$ cat src/rtl/sd_clkdiv_pkg.sv
package sd_clkdiv_pkg;
  // Strobes from control to datapath
  typedef struct packed {
    logic periodWrap; // last core cycle of the current SD period
    logic toLoad;     // new wait begins: reload timeout counter
    logic toStep;     // decrement timeout counter
  } ctlStrb_t;
endpackage

$ cat src/rtl/sdclk_datapath.sv
module sdclk_datapath
  import sd_clkdiv_pkg::*;
#(
  parameter int DIV_W      = 11,
  parameter int DATA_DIV_W = 3,
  parameter int TO_W       = 32,
  localparam int NW        = DIV_W + 1
) (
  input  logic            clk,
  input  logic            rstN,
  input  ctlStrb_t        strb,
  input  logic            divWrEn,
  input  logic [DIV_W-1:0] divWrData,
  input  logic            cfgWrEn,
  input  logic            slowCardWr,
  input  logic            toutWrEn,
  input  logic [TO_W-1:0] toutWrData,
  input  logic            dataMode,
  output logic [NW-1:0]   curN,
  output logic [NW-1:0]   nextN,
  output logic            toAtOne,
  output logic            toIsZero
);
  logic [DIV_W-1:0] divReg;
  logic             slowReg;
  logic [TO_W-1:0]  startReg;
  logic [TO_W-1:0]  toCnt;
  logic [DIV_W-1:0] effDiv;

  always_ff @(posedge clk) begin
    if (!rstN) begin
      divReg   <= '0;
      slowReg  <= 1'b0;
      startReg <= '0;
    end else begin
      if (divWrEn)  divReg   <= divWrData;
      if (cfgWrEn)  slowReg  <= slowCardWr;
      if (toutWrEn) startReg <= toutWrData;
    end
  end

  // Data mode narrows the divisor unless the slow-card flag is set
  always_comb begin
    if (dataMode && !slowReg)
      effDiv = {{(DIV_W-DATA_DIV_W){1'b0}}, divReg[DATA_DIV_W-1:0]};
    else
      effDiv = divReg;
  end

  assign nextN = {1'b0, effDiv} + NW'(2);

  // Period length latched only at a period boundary
  always_ff @(posedge clk) begin
    if (!rstN)                curN <= NW'(2);
    else if (strb.periodWrap) curN <= nextN;
  end

  always_ff @(posedge clk) begin
    if (!rstN)           toCnt <= '0;
    else if (strb.toLoad) toCnt <= startReg;
    else if (strb.toStep) toCnt <= toCnt - TO_W'(1);
  end

  assign toAtOne  = (toCnt == TO_W'(1));
  assign toIsZero = (toCnt == '0);
endmodule

$ cat src/rtl/sdclk_control.sv
module sdclk_control
  import sd_clkdiv_pkg::*;
#(
  parameter int DIV_W = 11,
  localparam int NW   = DIV_W + 1
) (
  input  logic          clk,
  input  logic          rstN,
  input  logic [NW-1:0] curN,
  input  logic [NW-1:0] nextN,
  input  logic          toAtOne,
  input  logic          toIsZero,
  input  logic          waitActive,
  output ctlStrb_t      strb,
  output logic          sdClk,
  output logic          clkEn,
  output logic          timeoutPulse
);
  logic [NW-1:0] phase;
  logic [NW-1:0] nextPhase;
  logic [NW-1:0] nextCurN;
  logic [NW:0]   hiLen;
  logic          wrap;
  logic          waitPrev;

  assign wrap      = (phase == curN - NW'(1));
  assign nextPhase = wrap ? '0 : phase + NW'(1);
  assign nextCurN  = wrap ? nextN : curN;
  assign hiLen     = ({1'b0, nextCurN} + (NW+1)'(1)) >> 1;

  assign strb.periodWrap = wrap;
  assign strb.toLoad     = waitActive && !waitPrev;
  assign strb.toStep     = waitActive && waitPrev && clkEn && !toIsZero;

  always_ff @(posedge clk) begin
    if (!rstN) begin
      phase        <= NW'(1); // last cycle of a two-cycle period
      sdClk        <= 1'b0;
      clkEn        <= 1'b0;
      waitPrev     <= 1'b0;
      timeoutPulse <= 1'b0;
    end else begin
      phase        <= nextPhase;
      sdClk        <= ({1'b0, nextPhase} < hiLen);
      clkEn        <= wrap;
      waitPrev     <= waitActive;
      timeoutPulse <= strb.toStep && toAtOne;
    end
  end
endmodule

$ cat src/rtl/sd_clk_divider.sv
module sd_clk_divider
  import sd_clkdiv_pkg::*;
#(
  parameter int DIV_W      = 11,
  parameter int DATA_DIV_W = 3,
  parameter int TO_W       = 32
) (
  input  logic             clk,
  input  logic             rstN,
  input  logic             divWrEn,
  input  logic [DIV_W-1:0] divWrData,
  input  logic             cfgWrEn,
  input  logic             slowCardWr,
  input  logic             toutWrEn,
  input  logic [TO_W-1:0]  toutWrData,
  input  logic             dataMode,
  input  logic             waitActive,
  output logic             sdClk,
  output logic             clkEn,
  output logic             timeoutPulse
);
  localparam int NW = DIV_W + 1;

  ctlStrb_t      strb;
  logic [NW-1:0] curN;
  logic [NW-1:0] nextN;
  logic          toAtOne;
  logic          toIsZero;

  sdclk_datapath #(.DIV_W(DIV_W), .DATA_DIV_W(DATA_DIV_W), .TO_W(TO_W)) u_dp (
    .clk(clk), .rstN(rstN), .strb(strb),
    .divWrEn(divWrEn), .divWrData(divWrData),
    .cfgWrEn(cfgWrEn), .slowCardWr(slowCardWr),
    .toutWrEn(toutWrEn), .toutWrData(toutWrData),
    .dataMode(dataMode),
    .curN(curN), .nextN(nextN), .toAtOne(toAtOne), .toIsZero(toIsZero)
  );

  sdclk_control #(.DIV_W(DIV_W)) u_ctl (
    .clk(clk), .rstN(rstN), .curN(curN), .nextN(nextN),
    .toAtOne(toAtOne), .toIsZero(toIsZero), .waitActive(waitActive),
    .strb(strb), .sdClk(sdClk), .clkEn(clkEn), .timeoutPulse(timeoutPulse)
  );
endmodule

$ cat config.mk
export PLATFORM = sky130hd
export DESIGN_NAME = sd_clk_divider
export DESIGN_NICKNAME = d
export VERILOG_FILES = /design/src/rtl/sd_clkdiv_pkg.sv /design/src/rtl/sdclk_datapath.sv /design/src/rtl/sdclk_control.sv /design/src/rtl/sd_clk_divider.sv
export SDC_FILE = /design/constraint.sdc
export NUM_CORES = 1
export LEC_CHECK = 0
export ABC_AREA = 0
export CAP_MARGIN = 40
export CORE_ASPECT_RATIO = 1.4
export CORE_UTILIZATION = 35
export CTS_BUF_LIST = sky130_fd_sc_hd__clkbuf_8 sky130_fd_sc_hd__clkbuf_16
export CTS_CLUSTER_SIZE = 28
export DETAILED_ROUTE_END_ITERATION = 8
export GPL_ROUTABILITY_DRIVEN = 0
export PLACE_DENSITY = 0.53
export SLEW_MARGIN = 20
export SYNTH_ARGS = -nofsm -noshare
export SYNTH_HDL_FRONTEND = slang
export SYNTH_SLANG_ARGS = --single-unit
export TNS_END_PERCENT = 10
$ cat constraint.sdc
create_clock -name clk -period 6.6 [get_ports clk]
set_input_delay 0.99 -clock clk [delete_from_list [all_inputs] [get_ports clk]]
set_output_delay 0.99 -clock clk [all_outputs]
set_load 0.1 [all_outputs]
Word level (Yosys, flattened, before mapping):

Index checks and enable logic that the tools add are counted.

* register bits after elaboration: 104
* logic and storage cells: 34
* bits of input ports: 51
* output and inout bits: 3

* reductions and logical operators: 11
* muxes and demuxes: 5
* order comparisons: 1
* equal/unequal tests: 2
* add/sub/neg operators: 5

Operator list (number)
* 2-to-1 mux 32 bit: 2
* == test 32 x 1 -> 1 bit, second input constant: 1
* logical NOT 32 bit: 1
* subtractor 32 x 1 -> 32 bit, second input constant: 1
* 2-to-1 mux 12 bit: 2
* adder 12 x 1 -> 13 bit, second input constant: 1
* adder 11 x 2 -> 12 bit, second input constant: 1
* adder 12 x 1 -> 12 bit, second input constant: 1
* == test 12 bit: 1
* < comparator 12 bit: 1
* subtractor 12 x 1 -> 12 bit, second input constant: 1
* 2-to-1 mux 11 bit: 1
* logical AND 1 bit: 6
* logical NOT 1 bit: 3
* nonzero test 2 bit: 1

Longest topological paths before layout:

* word-level depth: 7
* gate-level depth with buffers: 26
* mapped depth without buffers: 23

Cells and area by module:

A second synthesis with hierarchy kept.

* cell total of the unflattened synthesis: 725
* area total of the unflattened synthesis: 5988.2 µm²

By module, submodules not included
* sdclk_datapath: cells each 473, sequential area each 1761.7 µm², area an instance 4121.5 µm², instances 1
* sdclk_control: cells each 252, sequential area each 320.3 µm², area an instance 1866.8 µm², instances 1

Least setup slack after synthesis:

OpenSTA, ideal clock, no wires.

* path type: reg2reg
* start point: register u_dp.curN[0]
* end point: register u_ctl.sdClk
* setup time: 0.074 ns
* buffers on the path: 4
* stages on the path, launching flop included: 26
* period minus slack after synthesis: 4.820 ns
* arrival time: 4.746 ns
* path slack: 1.780 ns
* required time: 6.526 ns
* path through: dfxtp_1 -> clkbuf_2 -> inv_1 -> ha_1 -> or3b_1 -> o21ai_0 -> a31oi_1 -> o211a_1 -> or4b_1 -> buf_2 -> buf_6 -> clkbuf_1 -> o21ai_0 -> ha_1 -> nand2_1 -> or4_1 -> xnor2_1 -> o21ai_0 -> ha_1 -> a21o_1 -> a21o_1 -> a21oi_1 -> o21ai_0 -> a31oi_1 -> nand3_1 -> o21ai_0

* cells in the longest elaborated chain, start to end: 5
* elaborated cells on any way between the ends: 6
* those cells by class: add/sub: 2; order compare: 1; eq/ne: 1; mux: 2

Ends and longest elaborated chain
* start, declared: RTL line sdclk_datapath.sv:19 `output logic [NW-1:0] curN,`
* start signal, assigned: RTL line sdclk_datapath.sv:55 `else if (strb.periodWrap) curN <= nextN;`
* subtractor 12 x 1 -> 12 bit: RTL line sdclk_control.sv:26 `assign wrap = (phase == curN - NW'(1));`
* == test 12 bit: RTL line sdclk_control.sv:26
* 2-to-1 mux 12 bit: RTL line sdclk_control.sv:28 `assign nextCurN = wrap ? nextN : curN;`
* named net u_ctl.nextCurN[1]: RTL line sdclk_control.sv:21 `logic [NW-1:0] nextCurN;`
* adder 12 x 1 -> 13 bit: RTL line sdclk_control.sv:29 `assign hiLen = ({1'b0, nextCurN} + (NW+1)'(1)) >> 1;`
* < comparator 12 bit: RTL line sdclk_control.sv:44 `sdClk <= ({1'b0, nextPhase} < hiLen);`
* end signal, assigned: RTL line sdclk_control.sv:44
* end, declared: RTL line sdclk_control.sv:15 `output logic sdClk,`

The timed path passes the listed nets, and every way through them passes these cells.
A chain may end at the register's enable or synchronous reset.

Worst setup path in the final report:

* start point: register u_dp.curN[0]
* end point: register u_ctl.sdClk

* cells in the longest elaborated chain, start to end: 5
* elaborated cells on any way between the ends: 6
* those cells by class: add/sub: 2; order compare: 1; eq/ne: 1; mux: 2

Ends and longest elaborated chain (RTL line)
* subtractor 12 x 1 -> 12 bit: sdclk_control.sv:26
* == test 12 bit: sdclk_control.sv:26
* 2-to-1 mux 12 bit (*): sdclk_control.sv:28
* named net u_ctl.nextCurN[0]: sdclk_control.sv:21
* adder 12 x 1 -> 13 bit (*): sdclk_control.sv:29
* < comparator 12 bit (*): sdclk_control.sv:44

Mark *: on every way through the listed nets, which the timed path passes. The rest lies on a longest branch.

==> impl_metrics.toml <==
[worst_setup_path]
cp_common_cell = "o21ai_0"
cp_cell_sequence = "inv_1, ha_1, or3b_1, o21ai_0, a31oi_1, o211a_1, or4b_1, buf_8, mux2_2, ha_1, nand2_1, or4_1, xnor2_1, o21ai_0, ha_1, a21o_1, a21o_1, a21oi_1, o21ai_0, a31oi_1, nand3_1, o21ai_0"
crit_buf_inv = 2
r2r_end = "u_ctl.sdClk$_SDFF_PN0_"
rrSetupSlack_ns = 1.41
cp.depth = 22
cp.arrival_ns = 5.47
crit_slowest_cell = "or4b_1"
rr_startpoint = "u_dp.curN[0]$_SDFF_PN0_"
crit_path_end_kind = "flop"
crit_start = "u_dp.curN[0]$_SDFF_PN0_"
r2r.worst_path.cells = 22
crit_family = "simple AND/OR/NAND/NOR gates"
cp_max_fo = 25
endpoint = "u_ctl.sdClk$_SDFF_PN0_"
required_ns = 6.88
cp-start-kind = "flop"
slowest_delay_ns = 0.68
criticalPathCategory = "flop to flop"

[placed_design]
dp.cells = 929
hpwlAfterDp_mm = 11.2
post_dp_cell_area_um2 = 6590
portBuffers = 53

[route]
drt_iter0_markers = 178
drc = 4
wl_mm = 14.9
antenna_left = 0
wl_per_cell_um = 15.8
vias = 5087
firstDrtPassIters = 7
vias_per_cell = 5.39

[synth]
netlist_instances = 707
synthTopCellsByArea = "dfxtp_1, mux2i_1, nor2_1, nand2_1, ha_1"
async_reset_ff_share_pct = 0
ys_types = 70
synth_seq_cells = 104
synth-edff-count = 0
ys.warnings.count = 0
yosys_most_used_dff = "dfxtp_1"
synth_top_area_share_pct = 35.6
seq_area_frac_synth_pct = 35.6
yosysTopAreaCell = "dfxtp_1"
netlist_area_um2 = 5850
synth.avg_cell_area_um2 = 8.27
syn-num-nets = 775

[power_and_ir_drop]
powerDensity_nw_per_um2 = 296
p_leak_nw = 2.73
irDropWorstVdd_mv = 0.132
p_total_mw = 2.04

[clock_network]
worstSkewPairLatency_ns = 0.35
cts_buffers = 9
cts_tree = "built"
cts_num_sinks = 104
root_buffer = "clkbuf_16"
clk_pin_slew_ns = 0.07
clockBufferDepth = 2
htree_num_levels = 3
cts_resized = 0
post-cts-setup-buffer-count = 0
ctsHoldBuffers = 0

[timing]
hold_viol = 0
post-route-min-period_ns = 5.19
finalSetupViolations = 0
drv_slew = 0
tns_ns = 0
fmax_mhz = 193
skew_ns = 0.00642
rsz0062_at_grt = "no"
finalCritPeriodShare_pct = 78.6
worst_pin_slew_ns = 0.688
max_slew_margin_pct = 53.7

[min_path]
hp-class = "flop to flop"

[final_layout]
nNetsFinal = 809
final_common_cell = "nor2_1"
layout-drive-gt1-share_pct = 6.18
layout_common_cells = "nor2_1, dfxtp_1, nand2_1"
fin_cells = 943
syn2layout_area_growth_pct = 17.7
design_area_um2 = 6880
antenna_cells = 0

[grt]
grt_use_total_pct = 17.8
overflow = 0
antenna_found_initial = 0
grt_max_degree = 53
grt_pass1_vias = 5022
grt_pass1_wl_mm = 24.7

[die]
die-height_um = 155
die-area_um2 = 17200
ios = 54
start_util_pct = 36.0
rows = 55
die_w_um = 111
core_area_um2 = 16200

[status]
status = "finished, violations left"
failed_checks = "DRC"

[flow_run]
drv_cap = 0
[layout make-up]
cell class	count	area [um^2]
Sequential cell	104	2080
Multi-Input combinational cell	553	3560
Clock inverter	4	55.1
Timing Repair Buffer	64	661
Tap cell	199	249
Fill cell	1674	9360
Inverter	9	33.8
Clock buffer	10	239
[sequential cells by signal, indices dropped and copies added (netlist names)]
register / cells
u_ctl.timeoutPulse: 1
u_ctl.clkEn: 1
u_dp.toCnt: 32
u_dp.slowReg: 1
u_ctl.waitPrev: 1
u_ctl.phase: 12
u_dp.divReg: 11
u_dp.curN: 12
u_dp.startReg: 32
u_ctl.sdClk: 1
[metrics by stage]
step           hold slack (ns)  worst slack, ns  utilization, %
2_1_floorplan            0.440             1.78               -
3_3_place_gp             0.458             1.27            39.9
3_5_place_dp             0.457             1.42            40.6
4_1_cts                  0.467             1.41            42.4
5_1_grt                  0.489             1.04            42.4
6_report                 0.459             1.41            42.4
[Yosys cell counts (all sizes together) (7+ instances only)]
cell      n
nand3    23
nor3     15
buf      13
o21ai    24
ha       17
o211ai   10
nand2b    7
xor2     23
nor4     12
nand2    67
mux2i    51
clkbuf   28
inv       9
and3     14
nand4    14
a21oi    41
xnor2    24
and2      9
nor2    107
dfxtp   104
a31oi    10
[logic make-up (layout without fill, tap and decap cells)]
logic type,after synthesis,after routing,synth area share [%]
flip-flops,104,104,35.6
multiplexers,54,54,9.37
AO/OA/AOI/OAI,128,128,14.6
XOR/XNOR,47,47,7.04
adder cells (fa/ha/maj),17,17,3.64
AND/OR/NAND/NOR,307,307,26.2
buffers and inverters,50,87,3.62
[power breakdown]
group	total (mW)	switching [mW]	internal, mW	leakage (nW)
Clock	0.538	0.236	0.302	0.141
Sequential	0.750	0.0707	0.679	0.851
Combinational	0.752	0.440	0.311	1.74
Total	2.04	0.747	1.29	2.73
[metal layers]
| layer | global-route usage, % | vias to the layer above | share of wire (%) |
|---|---|---|---|
| met1 | 21.1 | 2376 | 44 |
| met4 | 7.59 | 0 | 2.9 |
| met3 | 3.00 | 30 | 3.0 |
| met2 | 31.8 | 101 | 50 |
| met5 | 0 | - | 0 |
| li1 | - | 2580 | - |
[how the worst min path moves through the flow]
stage / startpoint / end / cells after the start
after CTS: u_dp.startReg[17]$_SDFFE_PN0P_ / u_dp.toCnt[17]$_SDFFE_PN0P_ / 2
after global routing: u_dp.startReg[17]$_SDFFE_PN0P_ / u_dp.toCnt[17]$_SDFFE_PN0P_ / 2
after detailed placement: u_dp.startReg[17]$_SDFFE_PN0P_ / u_dp.toCnt[17]$_SDFFE_PN0P_ / 2
after global placement: u_dp.startReg[17]$_SDFFE_PN0P_ / u_dp.toCnt[17]$_SDFFE_PN0P_ / 2
final: u_dp.startReg[17]$_SDFFE_PN0P_ / u_dp.toCnt[17]$_SDFFE_PN0P_ / 2
after floorplan: u_dp.startReg[17]$_SDFFE_PN0P_ / u_dp.toCnt[17]$_SDFFE_PN0P_ / 2
[worst register-to-register path, cell delays in order, from the launching register on]
cell	delay (ns)
dfxtp_1	0.46
inv_1	0.10
ha_1	0.28
or3b_1	0.36
o21ai_0	0.08
a31oi_1	0.10
o211a_1	0.27
or4b_1	0.68
buf_8	0.24
mux2_2	0.24
ha_1	0.19
nand2_1	0.08
or4_1	0.47
xnor2_1	0.16
o21ai_0	0.16
ha_1	0.27
a21o_1	0.16
a21o_1	0.17
a21oi_1	0.13
o21ai_0	0.09
a31oi_1	0.21
nand3_1	0.08
o21ai_0	0.16
Note: power is estimated with default switching activity, not from simulation.
